[config.mk]
export PLATFORM = sky130hd
export DESIGN_NAME = bus_addr_dec
export DESIGN_NICKNAME = d
export VERILOG_FILES = /design/src/rtl/bus_dec_pkg.sv /design/src/rtl/bus_region_dec.sv /design/src/rtl/bus_ram_strobe.sv /design/src/rtl/bus_rd_mux.sv /design/src/rtl/bus_addr_dec.sv
export SDC_FILE = /design/constraint.sdc
export NUM_CORES = 1
export LEC_CHECK = 0
export ABC_CLOCK_PERIOD_IN_PS = 3400
export BUFFER_PORTS_ARGS = -buffer_cell sky130_fd_sc_hd__buf_2
export CAP_MARGIN = 25
export CELL_PAD_IN_SITES_DETAIL_PLACEMENT = 1
export CELL_PAD_IN_SITES_GLOBAL_PLACEMENT = 2
export CORE_ASPECT_RATIO = 1.25
export CORE_MARGIN = 3
export CORE_UTILIZATION = 10
export DETAILED_ROUTE_END_ITERATION = 12
export GPL_TIMING_DRIVEN = 0
export PLACE_DENSITY_LB_ADDON = 0.2
export SYNTH_ARGS = -nofsm -noshare
export SYNTH_HDL_FRONTEND = slang
export SYNTH_SLANG_ARGS = --single-unit
[constraint.sdc]
create_clock -name vclk -period 3.4
set_clock_uncertainty 0.1 [all_clocks]
set_input_delay 0.68 -clock vclk [all_inputs]
set_output_delay 0.68 -clock vclk [all_outputs]
set_load 0.02 [all_outputs]
[src/rtl/bus_dec_pkg.sv]
package bus_dec_pkg;
  localparam int unsigned ADDR_W = 16;
  localparam int unsigned DATA_W = 8;

  typedef enum logic [1:0] {
    REG_RAM    = 2'd0,
    REG_GAP    = 2'd1,
    REG_PERIPH = 2'd2,
    REG_ROM    = 2'd3
  } region_e;
endpackage

[src/rtl/bus_region_dec.sv]
module bus_region_dec
  import bus_dec_pkg::*;
#(
  parameter int unsigned AW = ADDR_W
) (
  input  logic [AW-1:0] addr_i,
  output region_e       region_o,
  output logic          rom_ce_no,
  output logic          periph_cs_o,
  output logic          periph_cs_no
);
  localparam int unsigned B15 = AW - 1;
  localparam int unsigned B14 = AW - 2;
  localparam int unsigned B13 = AW - 3;

  logic a15, a14, a13;
  assign a15 = addr_i[B15];
  assign a14 = addr_i[B14];
  assign a13 = addr_i[B13];

  assign rom_ce_no    = ~a15;
  assign periph_cs_no = ~(~a15 & a14);
  assign periph_cs_o  = a13;

  always_comb begin
    if (a15)      region_o = REG_ROM;
    else if (!a14) region_o = REG_RAM;
    else if (a13) region_o = REG_PERIPH;
    else          region_o = REG_GAP;
  end

  // peripheral fully selected only inside its window
  always_comb begin
    if (periph_cs_o && !periph_cs_no)
      p_periph_window_r6: assert (region_o == REG_PERIPH)
        else $error("peripheral selected outside window");
  end
endmodule

[src/rtl/bus_ram_strobe.sv]
module bus_ram_strobe (
  input  logic a15_i,
  input  logic a14_i,
  input  logic phi2_i,
  input  logic rw_i,
  output logic ram_cs_no,
  output logic ram_oe_no,
  output logic ram_we_no
);
  // select only in the stable half of the bus cycle
  assign ram_cs_no = ~(~a15_i & phi2_i);
  assign ram_oe_no = a14_i;
  assign ram_we_no = rw_i;

  always_comb begin
    if (!phi2_i)
      p_ram_cs_gated_r3: assert (ram_cs_no)
        else $error("RAM selected in low clock phase");
  end
endmodule

[src/rtl/bus_rd_mux.sv]
module bus_rd_mux #(
  parameter int unsigned            DW     = 8,
  parameter int unsigned            NSRC   = 3,
  parameter logic [DW-1:0]          IDLE_V = '1
) (
  input  logic [NSRC-1:0]        drive_i,
  input  logic [NSRC-1:0][DW-1:0] data_i,
  output logic [DW-1:0]          data_o
);
  logic [NSRC:0][DW-1:0] acc;

  assign acc[0] = '0;
  for (genvar g = 0; g < NSRC; g++) begin : g_src
    assign acc[g+1] = acc[g] | (data_i[g] & {DW{drive_i[g]}});
  end

  assign data_o = (|drive_i) ? acc[NSRC] : IDLE_V;

  always_comb begin
    if (drive_i == '0)
      p_idle_data_r8: assert (data_o == IDLE_V)
        else $error("undriven bus not idle");
  end
endmodule

[src/rtl/bus_addr_dec.sv]
module bus_addr_dec
  import bus_dec_pkg::*;
#(
  parameter int unsigned   AW     = ADDR_W,
  parameter int unsigned   DW     = DATA_W,
  parameter logic [DW-1:0] IDLE_V = '1
) (
  input  logic [AW-1:0] addr_i,
  input  logic          rw_i,
  input  logic          phi2_i,
  input  logic [DW-1:0] rom_data_i,
  input  logic [DW-1:0] ram_data_i,
  input  logic [DW-1:0] periph_data_i,
  output logic          rom_ce_no,
  output logic [AW-2:0] rom_addr_o,
  output logic          ram_cs_no,
  output logic          ram_oe_no,
  output logic          ram_we_no,
  output logic          periph_cs_o,
  output logic          periph_cs_no,
  output logic [DW-1:0] rd_data_o
);
  localparam int unsigned ROM_AW = AW - 1;
  localparam int unsigned NSRC   = 3;

  region_e               region;
  logic [NSRC-1:0]       drive;
  logic [NSRC-1:0][DW-1:0] src_data;

  bus_region_dec #(.AW(AW)) i_region (
    .addr_i      (addr_i),
    .region_o    (region),
    .rom_ce_no   (rom_ce_no),
    .periph_cs_o (periph_cs_o),
    .periph_cs_no(periph_cs_no)
  );

  bus_ram_strobe i_ram_strobe (
    .a15_i    (addr_i[AW-1]),
    .a14_i    (addr_i[AW-2]),
    .phi2_i   (phi2_i),
    .rw_i     (rw_i),
    .ram_cs_no(ram_cs_no),
    .ram_oe_no(ram_oe_no),
    .ram_we_no(ram_we_no)
  );

  assign rom_addr_o = addr_i[ROM_AW-1:0];

  // drive conditions seen by the devices
  assign drive[0]    = ~rom_ce_no;
  assign drive[1]    = ~ram_cs_no & ~ram_oe_no;
  assign drive[2]    = periph_cs_o & ~periph_cs_no;
  assign src_data[0] = rom_data_i;
  assign src_data[1] = ram_data_i;
  assign src_data[2] = periph_data_i;

  bus_rd_mux #(.DW(DW), .NSRC(NSRC), .IDLE_V(IDLE_V)) i_rd_mux (
    .drive_i(drive),
    .data_i (src_data),
    .data_o (rd_data_o)
  );

  always_comb begin
    p_one_driver_r7: assert ($onehot0(drive))
      else $error("more than one device driving");
    p_rom_ram_excl_r1: assert (rom_ce_no || ram_cs_no)
      else $error("ROM and RAM both selected");
    if (region == REG_GAP)
      p_gap_quiet_r8: assert (drive == '0)
        else $error("device driving in gap");
  end
endmodule

; ---- Word level (Yosys, flattened, before mapping)
; Index checks and enable logic that the tools add are counted.
[word_totals]
output_inout_bits = 29
regBits = 0
wordCells = 15
in_bits = 42
[classes]
reduce_logical = 1
mux = 1
bitwise_logic = 13
[ops]
columns = op, n
row1 = bitwise AND 8 bit, 3
row2 = bitwise OR 8 bit, 2
row3 = 2-to-1 mux 8 bit, 1
row4 = bitwise AND 1 bit, 4
row5 = NOT 1 bit, 4
row6 = OR reduction 3 bit, 1

; ---- Depth between registers and ports, before layout
; Gate-level depths: netlist of run 1.
[logic_depth]
word_depth = 7
mapped_depth = 3
ltp_nobuf = 2

; ---- Modules after synthesis
; Synthesis of run 1 repeated with hierarchy kept, for this count alone.
[hier_totals]
hier_cells = 49
area_unflattened_um2 = 345.3
[by_module_without_submodules]
columns = module, instances, area_each_um2, cells_each, seq_area_each_um2
row1 = bus_rd_mux, 1, 155.1, 21, 0.0
row2 = bus_addr_dec, 1, 133.9, 18, 0.0
row3 = bus_region_dec, 1, 35.0, 7, 0.0
row4 = bus_ram_strobe, 1, 21.3, 3, 0.0

; ---- Worst setup path after synthesis of run 1
; OpenSTA, ideal clock, no wires.
[synth_path]
path_type = input port to output port
from = input addr_i[14]
to = output rd_data_o[0]
slack_ns = 1.128
cell_stages = 3
t_arrival_ns = 1.492
n_path_buf = 1
t_required_ns = 2.620
cell_sequence = or3b_1 > buf_6 > o221a_1
[synth_via]
elab_chain_len = 6
word_cells_on_any_way = 10
classes_between = 1 x mux / 8 x bitwise / 1 x reduce/logical
[synth_lines]
columns = element, line_no
row1 = "start, declared", bus_addr_dec.sv:8  ; input logic [AW-1:0] addr_i,
row2 = NOT 1 bit, bus_addr_dec.sv:52  ; assign drive[1] = ~ram_cs_no & ~ram_oe_no;
row3 = bitwise AND 1 bit, bus_addr_dec.sv:52
row4 = bitwise AND 8 bit, bus_rd_mux.sv:14  ; assign acc[g+1] = acc[g] | (data_i[g] & {DW{drive_i[g]}});
row5 = bitwise OR 8 bit (2 in series), bus_rd_mux.sv:14
row6 = 2-to-1 mux 8 bit *, bus_rd_mux.sv:17  ; assign data_o = (|drive_i) ? acc[NSRC] : IDLE_V;
row7 = "end, declared", bus_addr_dec.sv:21  ; output logic [DW-1:0] rd_data_o
; Mark *: on every way between the ends. The rest lies on a longest branch, timed or not.

; ---- Worst setup path in the final report of run 1
[layout_path]
from = input addr_i[15]
to = output rd_data_o[2]
[layout_via]
elab_chain_len = 7
word_cells_on_any_way = 12
classes_between = 1 x mux / 10 x bitwise / 1 x reduce/logical
[layout_lines]
columns = element, line_no
row1 = NOT 1 bit, "bus_region_dec.sv:22, bus_ram_strobe.sv:11"
row2 = bitwise AND 1 bit, bus_ram_strobe.sv:11  ; assign ram_cs_no = ~(~a15_i & phi2_i);
row3 = bitwise AND 1 bit, bus_addr_dec.sv:52
row4 = bitwise AND 8 bit, bus_rd_mux.sv:14
row5 = bitwise OR 8 bit (2 in series), bus_rd_mux.sv:14
row6 = 2-to-1 mux 8 bit *, bus_rd_mux.sv:17
; Marks and branches as above.

==> metrics.yaml, run 1 <==
detailed_routing:
  via_count: 500
  via_per_inst: 3.73
  first_iter_violations: 3
  wl_per_cell_um: 10.7
  antenna_left: 0
  wl_mm: 1.43
  dr.pass1.iters: 3
  drc: 0
pwr:
  p_leak_nw: 0.368
  peakVddDrop_v: 0.0000466
  power_per_cell_area_nw_per_um2: 150
min_path:
  hp-class: "input port to primary output"
  min_from: "addr_i[12]"
  hold_depth: 2
  hold-path-endpoint: "rom_addr_o[12]"
layout:
  multi_input_area_um2: 168
  n_sequential_cell: 0
  fillers: 400
  final_util_pct: 21.7
  area_growth_pct: 103
  finalNetCount: 142
  drive_gt1_share_pct: 78.6
  nClkBuffers: 0
  regArea_um2: 0
  n_antenna_cell: 0
critical_path:
  worstPathRequired_ns: 2.62
  crit_type: "input port to primary output"
  critPathArrivalTime_ns: 1.88
  cp-end-kind: "primary output"
  crit_fanout: 10
  start_kind: "input port"
synth:
  syn_area_per_cell_um2: 7.84
  ys_types: 9
  synth_area_leaders: "buf_4 42%, o221a_1 28%, nand2b_1 16%"
  syn_nets: 83
  yosys.area.top_type: "buf_4"
  yosys_warnings: 0
  synth_most_common_cell: "buf_4"
  netlist_instances: 41
  synth_top_area_share_pct: 42.0
  ys_seq_area_share_pct: 0
  synth.cell_area_um2: 322
  synthTopCellsByCount: "18 x buf_4, 8 x nand2b_1, 8 x o221a_1, 2 x nand2_1"
global_routing:
  grt_max_degree: 11
  overflow: 0
  grt_use_met2_pct: 13.9
  grtUsageTotal_pct: 6.79
  grt_pass1_vias: 534
  grtUsageMet3_pct: 0.931
  use_met1_pct: 7.53
  antenna_found_initial: 0
  grt_busiest_layer: "met2"
  grt_pass1_wl_mm: 2.30
die:
  io_pins: 71
  die_h_um: 69.4
  die_x_um: 56.7
  row_count: 22
  die_area_um2: 3940
  initial_utilization_pct: 10.7
  core-area_um2: 3000
timing:
  finalMaxSlewViolations: 0
  fin_crit_sh_pct: 78.2
  rsz0062_at_grt: "no"
  hold_viol_final: 0
  fmax_mhz: 376
  setup_viol: 0
  tns_ns: 0
  period_needed_ns: 2.66
  relSlewSlack_pct: 69.2
  tightest_slew_ns: 0.462
run_status:
  status: "finished, final reports clean"
clock_tree:
  post_cts_buffers: 0
  cts_resized: 0
  hold_buffers: 0
run:
  drv_cap: 0
placement:
  hpwl_mm: 1.29
  place.gp.congestion: 0.588
  io_buffers: 57
[layer usage]
layer	wire length, um	share of wire [%]
met1	483	34
met2	785	55
met3	159	11
met4	0	0
met5	0	0
[critical path, stage by stage]
cell and delay (ns):
buf_2 0.10, clkbuf_1 0.23, nand3b_2 0.40, o221a_1 0.30, buf_2 0.16
[where the power goes]
| group | leakage (nW) | internal, mW | switching [mW] |
|---|---|---|---|
| combinational | 0.368 | 0.0483 | 0.0493 |
| sequential | 0 | 0 | 0 |
| clock | 0 | 0 | 0 |
| total | 0.368 | 0.0483 | 0.0493 |
[worst max-delay path by stage]
stage / end / startpoint
after floorplan: rd_data_o[0] / addr_i[14]
after global placement: rd_data_o[2] / addr_i[15]
after detailed placement: rd_data_o[2] / addr_i[15]
after CTS: rd_data_o[2] / addr_i[15]
after global routing: rd_data_o[2] / addr_i[15]
final: rd_data_o[2] / addr_i[15]
[per-stage QoR]
step,instance area (um2),std cells,power (mW),hold WS (ns),setup WS (ns)
after global placement,652,134,0.0987,1.48,0.672
after global routing,652,134,0.106,1.48,0.608
after CTS,652,134,0.0997,1.48,0.686
after floorplan,322,41,0.0610,1.37,1.13
final,652,134,0.0977,1.48,0.741
after detailed placement,652,134,0.0995,1.48,0.686
[layout by cell type, fill, tap and decap left out]
cell type	count
clkbuf_1	1
inv_1	1
buf_2	57
nand2b_1	8
nand2_1	2
buf_6	1
nand3b_2	1
o221a_1	8
buf_4	18
or3b_1	1
[layout make-up]
cell class	instances	area share, %
multi-input cells	20	25.7
plain buffers	20	23.0
inverters	1	0.576
repair buffers	57	43.8
well taps	36	6.91
[logic make-up after synthesis]
kind of cell,share of synthesized area (%)
AND/OR/NAND/NOR,24.1
AO/OA/AOI/OAI,28.0
buffers and inverters,47.9
No activity file was read; power rests on OpenSTA's default activity.
==> inputs of run 2 (changes only) <==
ABC_CLOCK_PERIOD_IN_PS = 2100   (was 3400)
clock period = 2.1 ns   (was 3.4 ns; I/O delays follow)
==> metrics.yaml, run 2 (synthesis results as in run 1) <==
run_status:
  status: "finished, final reports clean"
layout:
  mostFrequentLayoutCell: "buf_2"
  layout_common_cells: "57 x buf_2, 18 x buf_4, 8 x nand2b_1, 8 x o221a_1, 2 x nand2_1"
  layout.cells.non_filler: 134
  multi_input_area_um2: 176
  nClkBuffers: 0
  design_area_um2: 662
  finalNetCount: 142
  final_util_pct: 22.1
  n_sequential_cell: 0
  fillers: 397
  drive_gt1_share_pct: 79.6
  regArea_um2: 0
  n_antenna_cell: 0
  area_growth_pct: 106
timing:
  fin_crit_sh_pct: 95.1
  fin_ws_ns: 0.104
  fmax_mhz: 501
  relSlewSlack_pct: 85.0
  tns_ns: 0
  hold_slack_ns: 0.958
  period_needed_ns: 2.00
  hold_viol_final: 0
  tightest_slew_ns: 0.225
  setup_viol: 0
  finalMaxSlewViolations: 0
  rsz0062_at_grt: "no"
run:
  drv_cap: 0
die:
  initial_utilization_pct: 10.7
  die_x_um: 56.7
  die_area_um2: 3940
  die_h_um: 69.4
  io_pins: 71
  row_count: 22
  core-area_um2: 3000
placement:
  dpl_cell_area_um2: 652
  place.gp.congestion: 0.588
  hpwl_mm: 1.29
  io_buffers: 57
  dp_cells: 134
  place_ws_ns: -0.0939
detailed_routing:
  wl_met3_um: 159
  wl_mm: 1.42
  met1Wirelength_um: 468
  first_iter_violations: 3
  routed.top_layer: "met3"
  via_count: 501
  dr.pass1.iters: 3
  via_per_inst: 3.74
  drc: 0
  wl_per_cell_um: 10.6
  antenna_left: 0
  wl_met2_um: 792
min_path:
  hold-path-endpoint: "rom_addr_o[12]"
  hp-class: "input port to primary output"
  min_from: "addr_i[12]"
  hold_depth: 2
global_routing:
  overflow: 0
  antenna_found_initial: 0
  grt_max_degree: 11
  grtUsageTotal_pct: 6.79
  grt_pass1_wl_mm: 2.30
  grt_pass1_vias: 534
critical_path:
  cp_common_cell: "buf_2"
  start_kind: "input port"
  crit_type: "input port to primary output"
  critPathArrivalTime_ns: 1.48
  cp_cell_sequence: "buf_2, or3b_1, buf_6, o221a_1, buf_2"
  cpMaxStageDelayCell: "or3b_1"
  slowest_delay_ns: 0.39
  worstPathRequired_ns: 1.58
  cp-end-kind: "primary output"
  crit_fanout: 8
pwr:
  total_power_mw: 0.160
  peakVddDrop_v: 0.0000754
  p_leak_nw: 0.380
  power_per_cell_area_nw_per_um2: 242
clock_tree:
  post_cts_buffers: 0
-- run 2: cell count changes in the layout (fill, tap and decap cells not counted) --
cell,delta
nand3b_2,-1
clkbuf_2,+1
clkbuf_1,-1
nand3b_4,+1
-- run 2: area by class of cell --
| class | instances | area share (%) |
|---|---|---|
| Tap cell | 36 | 6.81 |
| Inverter | 1 | 0.567 |
| Multi-Input combinational cell | 20 | 26.7 |
| Buffer | 20 | 22.9 |
| Timing Repair Buffer | 57 | 43.1 |
-- run 2: power by group --
part | total, mW | switching (mW) | internal (mW)
Sequential | 0 | 0 | 0
Clock | 0 | 0 | 0
Combinational | 0.160 | 0.0806 | 0.0793
Total | 0.160 | 0.0806 | 0.0793
-- run 2: worst max-delay path: cells and delay by family --
| family | cells | cell delay [ns] |
|---|---|---|
| buffers and inverters | 3 | 0.45 |
| and+or+nand+nor | 1 | 0.39 |
| AOI/OAI and AO/OA | 1 | 0.22 |
-- run 2: how the worst max path moves through the flow --
stage / cells after the start / startpoint / slack [ns] / to
finish: 5 / addr_i[14] / 0.10 / rd_data_o[2]
global placement: 5 / addr_i[15] / -0.11 / rd_data_o[2]
global route: 5 / addr_i[14] / 0.03 / rd_data_o[2]
CTS: 5 / addr_i[14] / 0.09 / rd_data_o[2]
floorplan: 3 / addr_i[14] / 0.35 / rd_data_o[0]
detailed placement: 5 / addr_i[15] / -0.09 / rd_data_o[2]
-- run 2: routing by layer --
layer / vias to the layer above / track usage [%]
met2: 34 / 13.9
li1: 244 / -
met5: - / 0
met3: 0 / 0.931
met1: 223 / 7.53
met4: 0 / 0
-- run 2: timing repair --
| action | in CTS | in global routing |
|---|---|---|
| endpoints found under the setup margin | 8 | 0 |
| hold buffers | 0 | 0 |
| resized for setup | 2 | 0 |
